==> src/rtl/des_ks_pkg.sv <==
package des_ks_pkg;
  localparam int KEY_W  = 64;
  localparam int HALF_W = 28;
  localparam int CD_W   = 2 * HALF_W;
  localparam int RK_W   = 48;
  localparam int ROUNDS = 16;
  localparam int CNT_W  = $clog2(ROUNDS + 1);
  localparam int IDX_W  = $clog2(ROUNDS);

  // Source key bit (1 = MSB) feeding each bit of the 56-bit value, MSB first.
  localparam int PC1_TAB [CD_W] = '{
    57, 49, 41, 33, 25, 17,  9,  1, 58, 50, 42, 34, 26, 18,
    10,  2, 59, 51, 43, 35, 27, 19, 11,  3, 60, 52, 44, 36,
    63, 55, 47, 39, 31, 23, 15,  7, 62, 54, 46, 38, 30, 22,
    14,  6, 61, 53, 45, 37, 29, 21, 13,  5, 28, 20, 12,  4};

  // Bit of the rotated 56-bit value (1 = MSB) feeding each round-key bit.
  localparam int PC2_TAB [RK_W] = '{
    14, 17, 11, 24,  1,  5,  3, 28, 15,  6, 21, 10,
    23, 19, 12,  4, 26,  8, 16,  7, 27, 20, 13,  2,
    41, 52, 31, 37, 47, 55, 30, 40, 51, 45, 33, 48,
    44, 49, 39, 56, 34, 53, 46, 42, 50, 36, 29, 32};

  // Rotation for 0-based round index: one place on rounds 1, 2, 9, 16.
  function automatic logic [1:0] shift_of(input logic [IDX_W-1:0] idx);
    return (idx == 0 || idx == 1 || idx == 8 || idx == IDX_W'(ROUNDS - 1)) ? 2'd1 : 2'd2;
  endfunction
endpackage

==> src/rtl/des_pc1.sv <==
module des_pc1
  import des_ks_pkg::*;
(
  input  logic [KEY_W-1:0]  key,
  output logic [HALF_W-1:0] c_half,
  output logic [HALF_W-1:0] d_half
);
  logic [CD_W-1:0] cd;

  always_comb begin
    cd = '0;
    for (int i = 0; i < CD_W; i++)
      cd[6'(CD_W - 1 - i)] = key[6'(KEY_W - PC1_TAB[i])];
  end

  assign c_half = cd[CD_W-1:HALF_W];
  assign d_half = cd[HALF_W-1:0];
endmodule

==> src/rtl/des_half_rot.sv <==
module des_half_rot #(
  parameter int W = 28
) (
  input  logic [W-1:0] din,
  input  logic [1:0]   amt,
  input  logic         to_right,
  output logic [W-1:0] dout
);
  always_comb begin
    unique case ({to_right, amt})
      3'b001:  dout = {din[W-2:0], din[W-1]};
      3'b010:  dout = {din[W-3:0], din[W-1:W-2]};
      3'b101:  dout = {din[0], din[W-1:1]};
      3'b110:  dout = {din[1:0], din[W-1:2]};
      default: dout = din;
    endcase
  end
endmodule

==> src/rtl/des_pc2.sv <==
module des_pc2
  import des_ks_pkg::*;
(
  input  logic [HALF_W-1:0] c_half,
  input  logic [HALF_W-1:0] d_half,
  output logic [RK_W-1:0]   rk
);
  logic [CD_W-1:0] cd;
  assign cd = {c_half, d_half};

  always_comb begin
    rk = '0;
    for (int i = 0; i < RK_W; i++)
      rk[6'(RK_W - 1 - i)] = cd[6'(CD_W - PC2_TAB[i])];
  end
endmodule

==> src/rtl/des_round_key_gen.sv <==
module des_round_key_gen
  import des_ks_pkg::*;
(
  input  logic              clk,
  input  logic              rst_n,
  input  logic              key_valid,
  output logic              key_ready,
  input  logic [KEY_W-1:0]  key_data,
  input  logic              key_decrypt,
  input  logic              step,
  output logic              rk_valid,
  input  logic              rk_ready,
  output logic [RK_W-1:0]   rk_data,
  output logic [IDX_W-1:0]  rk_round
);
  localparam logic [CNT_W-1:0] DONE = CNT_W'(ROUNDS);

  logic [HALF_W-1:0] half_q   [2];
  logic [HALF_W-1:0] half_new [2];
  logic [HALF_W-1:0] half_rot [2];
  logic [CNT_W-1:0]  cnt_q;
  logic              dec_q;
  logic              rk_valid_q;
  logic [RK_W-1:0]   rk_q;
  logic [IDX_W-1:0]  round_q;

  logic              hold, key_fire, step_ok;
  logic [IDX_W-1:0]  sched_idx, round_nxt;
  logic [1:0]        amt;
  logic [RK_W-1:0]   rk_nxt;

  assign hold      = rk_valid_q && !rk_ready;
  assign key_ready = !hold;
  assign key_fire  = key_valid && key_ready;
  assign step_ok   = step && !key_fire && !hold && (cnt_q != DONE);

  // Encrypt uses the shift of the round being made; decrypt undoes the
  // shift of the round just presented (none before round 16).
  assign sched_idx = dec_q ? IDX_W'(CNT_W'(ROUNDS) - cnt_q) : cnt_q[IDX_W-1:0];
  assign amt       = (dec_q && cnt_q == '0) ? 2'd0 : shift_of(sched_idx);
  assign round_nxt = dec_q ? IDX_W'(CNT_W'(ROUNDS - 1) - cnt_q) : cnt_q[IDX_W-1:0];

  des_pc1 u_pc1 (
    .key    (key_data),
    .c_half (half_new[0]),
    .d_half (half_new[1])
  );

  for (genvar h = 0; h < 2; h++) begin : g_half
    des_half_rot #(.W(HALF_W)) u_rot (
      .din      (half_q[h]),
      .amt      (amt),
      .to_right (dec_q),
      .dout     (half_rot[h])
    );

    always_ff @(posedge clk or negedge rst_n) begin
      if (!rst_n)        half_q[h] <= '0;
      else if (key_fire) half_q[h] <= half_new[h];
      else if (step_ok)  half_q[h] <= half_rot[h];
    end
  end

  des_pc2 u_pc2 (
    .c_half (half_rot[0]),
    .d_half (half_rot[1]),
    .rk     (rk_nxt)
  );

  always_ff @(posedge clk or negedge rst_n) begin
    if (!rst_n) begin
      cnt_q      <= DONE;
      dec_q      <= 1'b0;
      rk_valid_q <= 1'b0;
      rk_q       <= '0;
      round_q    <= '0;
    end else if (key_fire) begin
      cnt_q      <= '0;
      dec_q      <= key_decrypt;
      rk_valid_q <= 1'b0;
    end else if (step_ok) begin
      cnt_q      <= cnt_q + 1'b1;
      rk_valid_q <= 1'b1;
      rk_q       <= rk_nxt;
      round_q    <= round_nxt;
    end else if (rk_ready) begin
      rk_valid_q <= 1'b0;
    end
  end

  assign rk_valid = rk_valid_q;
  assign rk_data  = rk_q;
  assign rk_round = round_q;

  // an accepted step is answered on the next clock
  p_valid_after_step_r5: assert property (@(posedge clk) disable iff (!rst_n)
    step_ok |=> rk_valid);

  // the presented key holds under back-pressure
  p_hold_output_r6: assert property (@(posedge clk) disable iff (!rst_n)
    (rk_valid && !rk_ready) |=> (rk_valid && $stable(rk_data) && $stable(rk_round)));

  // exhausted schedule stays exhausted until a key arrives
  p_stop_after_last_r7: assert property (@(posedge clk) disable iff (!rst_n)
    (cnt_q == DONE && !key_fire) |=> (cnt_q == DONE && !$rose(rk_valid)));

  // a key load restarts the sequence
  p_load_restart_r8: assert property (@(posedge clk) disable iff (!rst_n)
    key_fire |=> (cnt_q == '0 && !rk_valid));

  // encrypt rounds climb by one
  p_enc_order_r2: assert property (@(posedge clk) disable iff (!rst_n)
    (step_ok && !dec_q && cnt_q != '0) |=> (rk_round == $past(rk_round) + 1'b1));

  // decrypt rounds fall by one
  p_dec_order_r4: assert property (@(posedge clk) disable iff (!rst_n)
    (step_ok && dec_q && cnt_q != '0) |=> (rk_round == $past(rk_round) - 1'b1));
endmodule

==> config.mk <==
export PLATFORM = sky130hd
export DESIGN_NAME = des_round_key_gen
export DESIGN_NICKNAME = d
export VERILOG_FILES = /design/src/rtl/des_ks_pkg.sv /design/src/rtl/des_pc1.sv /design/src/rtl/des_half_rot.sv /design/src/rtl/des_pc2.sv /design/src/rtl/des_round_key_gen.sv
export SDC_FILE = /design/constraint.sdc
export NUM_CORES = 1
export LEC_CHECK = 0
export BUFFER_PORTS_ARGS = -buffer_cell sky130_fd_sc_hd__buf_2
export CAP_MARGIN = 20
export CORE_AREA = 10 10 119 121
export DETAILED_ROUTE_END_ITERATION = 7
export DIE_AREA = 0 0 129 131
export GPL_TIMING_DRIVEN = 0
export PLACE_DENSITY = 0.79
export SKIP_LAST_GASP = 1
export SYNTH_ARGS = -nofsm -noshare
export SYNTH_HDL_FRONTEND = slang
export SYNTH_SLANG_ARGS = --single-unit
==> constraint.sdc <==
create_clock -name clk -period 2.9 [get_ports clk]
set_input_delay 0.29 -clock clk [delete_from_list [all_inputs] [get_ports clk]]
set_output_delay 0.29 -clock clk [all_outputs]
set_load 0.005 [all_outputs]
==> metrics.txt <==
status finished, violations left; violations in the final reports DRC; Inserted Diodes 0; first-pass detailed-route iteration total 8; net load switching power about 1.5 mW; root buffer cell clkbuf_16; Worst Setup Start Kind flop; Routed wire per std cell 22.1 um; CTS tree built; endpoint of the worst register-to-register path half_q[17]; port buffer count 53; Netlist cell types 69; Row Count 40; Slew Limit Headroom between 40% and 50%; final hold viol count 0; total overflow reported by the global router 0; total placed cells including tap cells between 800 and 900; die span in y 131 um; flip-flop cell with the highest count after synthesis dfrtp_1; worst vdd ir about 0.31 mV; number of nets with antenna violations after detailed routing 0; GRT Total Usage between 20% and 30%; net total in the final layout ~800; Syn Area/Cell between 9 and 10 um2; power density normalized to cell area between 600 and 700 mW/mm2; Mapped Cells 619; Reg clk slew, reported paths approximately 0.07 ns; cell taking the most area after synthesis dfrtp_1; I/O pins roughly 120; area of the core between 0.01 and 0.015 mm2; fraction of final layout cells with drive strength greater than 1 a little over a quarter; floorplan die area around 0.017 mm2; Static Leakage 3.35 nW; worst-case reg-to-reg path depth 10; setup violators final 0; signal arrival time at the worst endpoint about 3.1 ns; path category of the worst min-delay check in2reg; initial antenna violation count 0; clock share of power between 20% and 30%; top cells by area in the synthesized netlist dfrtp_1 39%, o21ai_0 6.9%, a222oi_1 4.6%; maximum number of pins on one net before global-route repair 49; starting density of the core between 40% and 50%; clock latency on the worst-skew pair 0.36 ns; data required time of the critical path between 3 and 4 ns; flip-flop and latch count after synthesis slightly above 90; largest fanout of any net on the critical path 9; post-route clock skew between 0.009 and 0.01 ns; area fraction of the dominant cell type after synthesis roughly 39%; flop2flop setup slack between 0.08 and 0.09 ns; vias per std cell between 6 and 7; count of clock tree sinks just over 90; Seq pwr share approximately two fifths; maximum buffer depth of the clock tree 2; Syn. warnings 0; number of clock buffers inserted by TritonCTS 9; Final Slew Violations 0; Achievable Freq approximately 350 MHz; Area growth syn-to-layout 20.5%; min Tclk post-route 2.82 ns; Critical Path Source cnt_q[1]; endpoint kind of the worst setup timing path flop; vias after detailed routing roughly 5800; sequential fraction of the synthesis area ~39%; via count of the first global-routing pass about 5600; number of inserted filler cells in the final layout between 1000 and 1500; Switching Share ~34%; wire length after detailed routing about 19 mm; number of DRC markers after the initial detailed-route iteration roughly 830; share of synthesized flip-flops with an asynchronous set or reset 100%; number of flops mapped to enable cells by yosys 0; first-pass GRT wire length ~30 mm; Die Wd 129 um; combinational fraction of design power a little under a third; deepest level of the CTS H-tree 3; Setup crit end half_q[17]; worst-margin pin slew between 0.7 and 0.8 ns; cell with the most instances after synthesis dfrtp_1; area of the mapped netlist approximately 0.006 mm2; final non-filler cell total 878; worst setup path category reg2reg; most frequent cells after synthesis 92 x dfrtp_1, 81 x o21ai_0, 45 x nand2_1; Worst R2R Start cnt_q[1]; RePlAce Congestion roughly 1; Max Cap Violations 0; Final Power around 4.3 mW; final critical-path share of the clock period a little over nine tenths; count of unresolved DRC violations after routing 23; placed wire-length estimate after detailed placement around 14 mm; internal power contribution between 2 and 3 mW
worst min path at each step:
stage	slack, ns	from	end	cells past startpoint
2_1_floorplan	-0.006	rst_n	cnt_q[0]	0
3_3_place_gp	0.46	rk_round[3]	rk_round[3]	2
3_5_place_dp	0.34	rst_n	rk_round[2]	1
4_1_cts	0.14	key_data[19]	half_q[9]	2
5_1_grt	0.14	key_data[19]	half_q[9]	2
6_report	0.14	key_data[19]	half_q[9]	2
registers in the layout (all words and copies together), names as in the netlist:
signal	cells
dec_q	1
cnt_q	5
rk_data	26
rk_valid	1
rk_round	4
half_q	56
placed cells by master (no fill, tap or decap), types with 3 or more instances in the layout:
| cell type | count |
|---|---|
| a311oi_1 | 4 |
| a21boi_0 | 3 |
| o211a_1 | 12 |
| a211o_1 | 10 |
| and3_1 | 15 |
| a221o_1 | 3 |
| nor2_1 | 11 |
| a31oi_1 | 8 |
| dfrtp_1 | 92 |
| clkbuf_2 | 12 |
| a222oi_1 | 27 |
| mux2i_1 | 20 |
| buf_6 | 12 |
| clkbuf_16 | 10 |
| a31o_2 | 17 |
| buf_4 | 46 |
| a31o_1 | 8 |
| o21ai_1 | 5 |
| o21a_1 | 4 |
| inv_1 | 7 |
| a21oi_1 | 44 |
| o21ai_0 | 77 |
| o211ai_1 | 12 |
| a221oi_1 | 12 |
| a21o_1 | 12 |
| mux2_2 | 5 |
| nor3_1 | 5 |
| clkbuf_1 | 22 |
| a22oi_1 | 4 |
| o32ai_1 | 4 |
| nand2_1 | 45 |
| xnor2_1 | 6 |
| conb_1 | 22 |
| buf_2 | 61 |
| and2_1 | 3 |
| a21boi_1 | 10 |
| nand3_1 | 7 |
cell families (layout without fill, tap and decap cells):
| family | count (synthesis) | count (layout) | synth area share [%] |
|---|---|---|---|
| buffers and inverters | 92 | 183 | 8.74 |
| multiplexers | 25 | 25 | 4.35 |
| AND/OR/NAND/NOR | 108 | 108 | 9.50 |
| AO/OA/AOI/OAI | 290 | 290 | 36.3 |
| flip-flops | 93 | 93 | 39.5 |
| other | 1 | 22 | 0.0636 |
| adder cells (fa/ha/maj) | 2 | 2 | 0.424 |
| XOR/XNOR | 8 | 8 | 1.19 |
power by group through the flow:
stage	Sequential (mW)	Combinational, mW	Clock (mW)
final	1.70	1.36	1.23
after global routing	1.71	1.46	1.29
after CTS	1.69	1.23	1.24
after detailed placement	1.71	1.20	0
after global placement	1.70	1.17	0
after floorplan	1.66	0.781	0
layer usage:
metal	GRT usage (%)	share of wire (%)
met1	25.0	37
met3	5.16	9.2
met2	36.6	49
met5	0	0
met4	13.0	4.4
critical path: stages (launching register included):
cell	delay, ns
dfrtp_1	0.38
buf_4	0.17
inv_1	0.11
ha_4	0.23
and3b_2	0.32
a2111oi_4	0.10
a311oi_4	0.58
buf_2	0.35
a22oi_1	0.12
a21oi_1	0.22
a221o_1	0.15
layout make-up:
| type | instances | area, um2 | share of cell area (%) |
|---|---|---|---|
| clock buffer | 11 | 253 | 3.55 |
| tap | 147 | 184 | 2.59 |
| buffer | 83 | 539 | 7.58 |
| inverter | 8 | 30.0 | 0.422 |
| multi-input combinational | 455 | 3220 | 45.3 |
| sequential | 93 | 2330 | 32.7 |
| timing repair buffer | 76 | 494 | 6.95 |
| clock inverter | 5 | 58.8 | 0.827 |
stage by stage:
| stage | setup WS, ns | cell area (um2) | hold WS [ns] | setup TNS (ns) | util [%] |
|---|---|---|---|---|---|
| 2_1_floorplan | 0.271 | 5980 | -0.00559 | 0 | - |
| 5_1_grt | -0.00115 | 7110 | 0.138 | -0.00115 | 60.2 |
| 3_3_place_gp | -0.357 | 6430 | 0.455 | -10.71 | 54.4 |
| 4_1_cts | 0.00179 | 6880 | 0.137 | 0 | 58.2 |
| 3_5_place_dp | -0.348 | 6460 | 0.340 | -14.45 | 54.7 |
| 6_report | 0.0820 | 7110 | 0.142 | 0 | 60.2 |
repair_timing:
item                       CTS  global route
setup endpoints to repair   82            83
hold endpoints to repair    44             0
hold buffers                 1             0
gates resized for setup     15            39
buffers inserted             7            11
pin swaps                    7            12
gates cloned                 0             3
No activity file was read; power rests on OpenSTA's default activity.
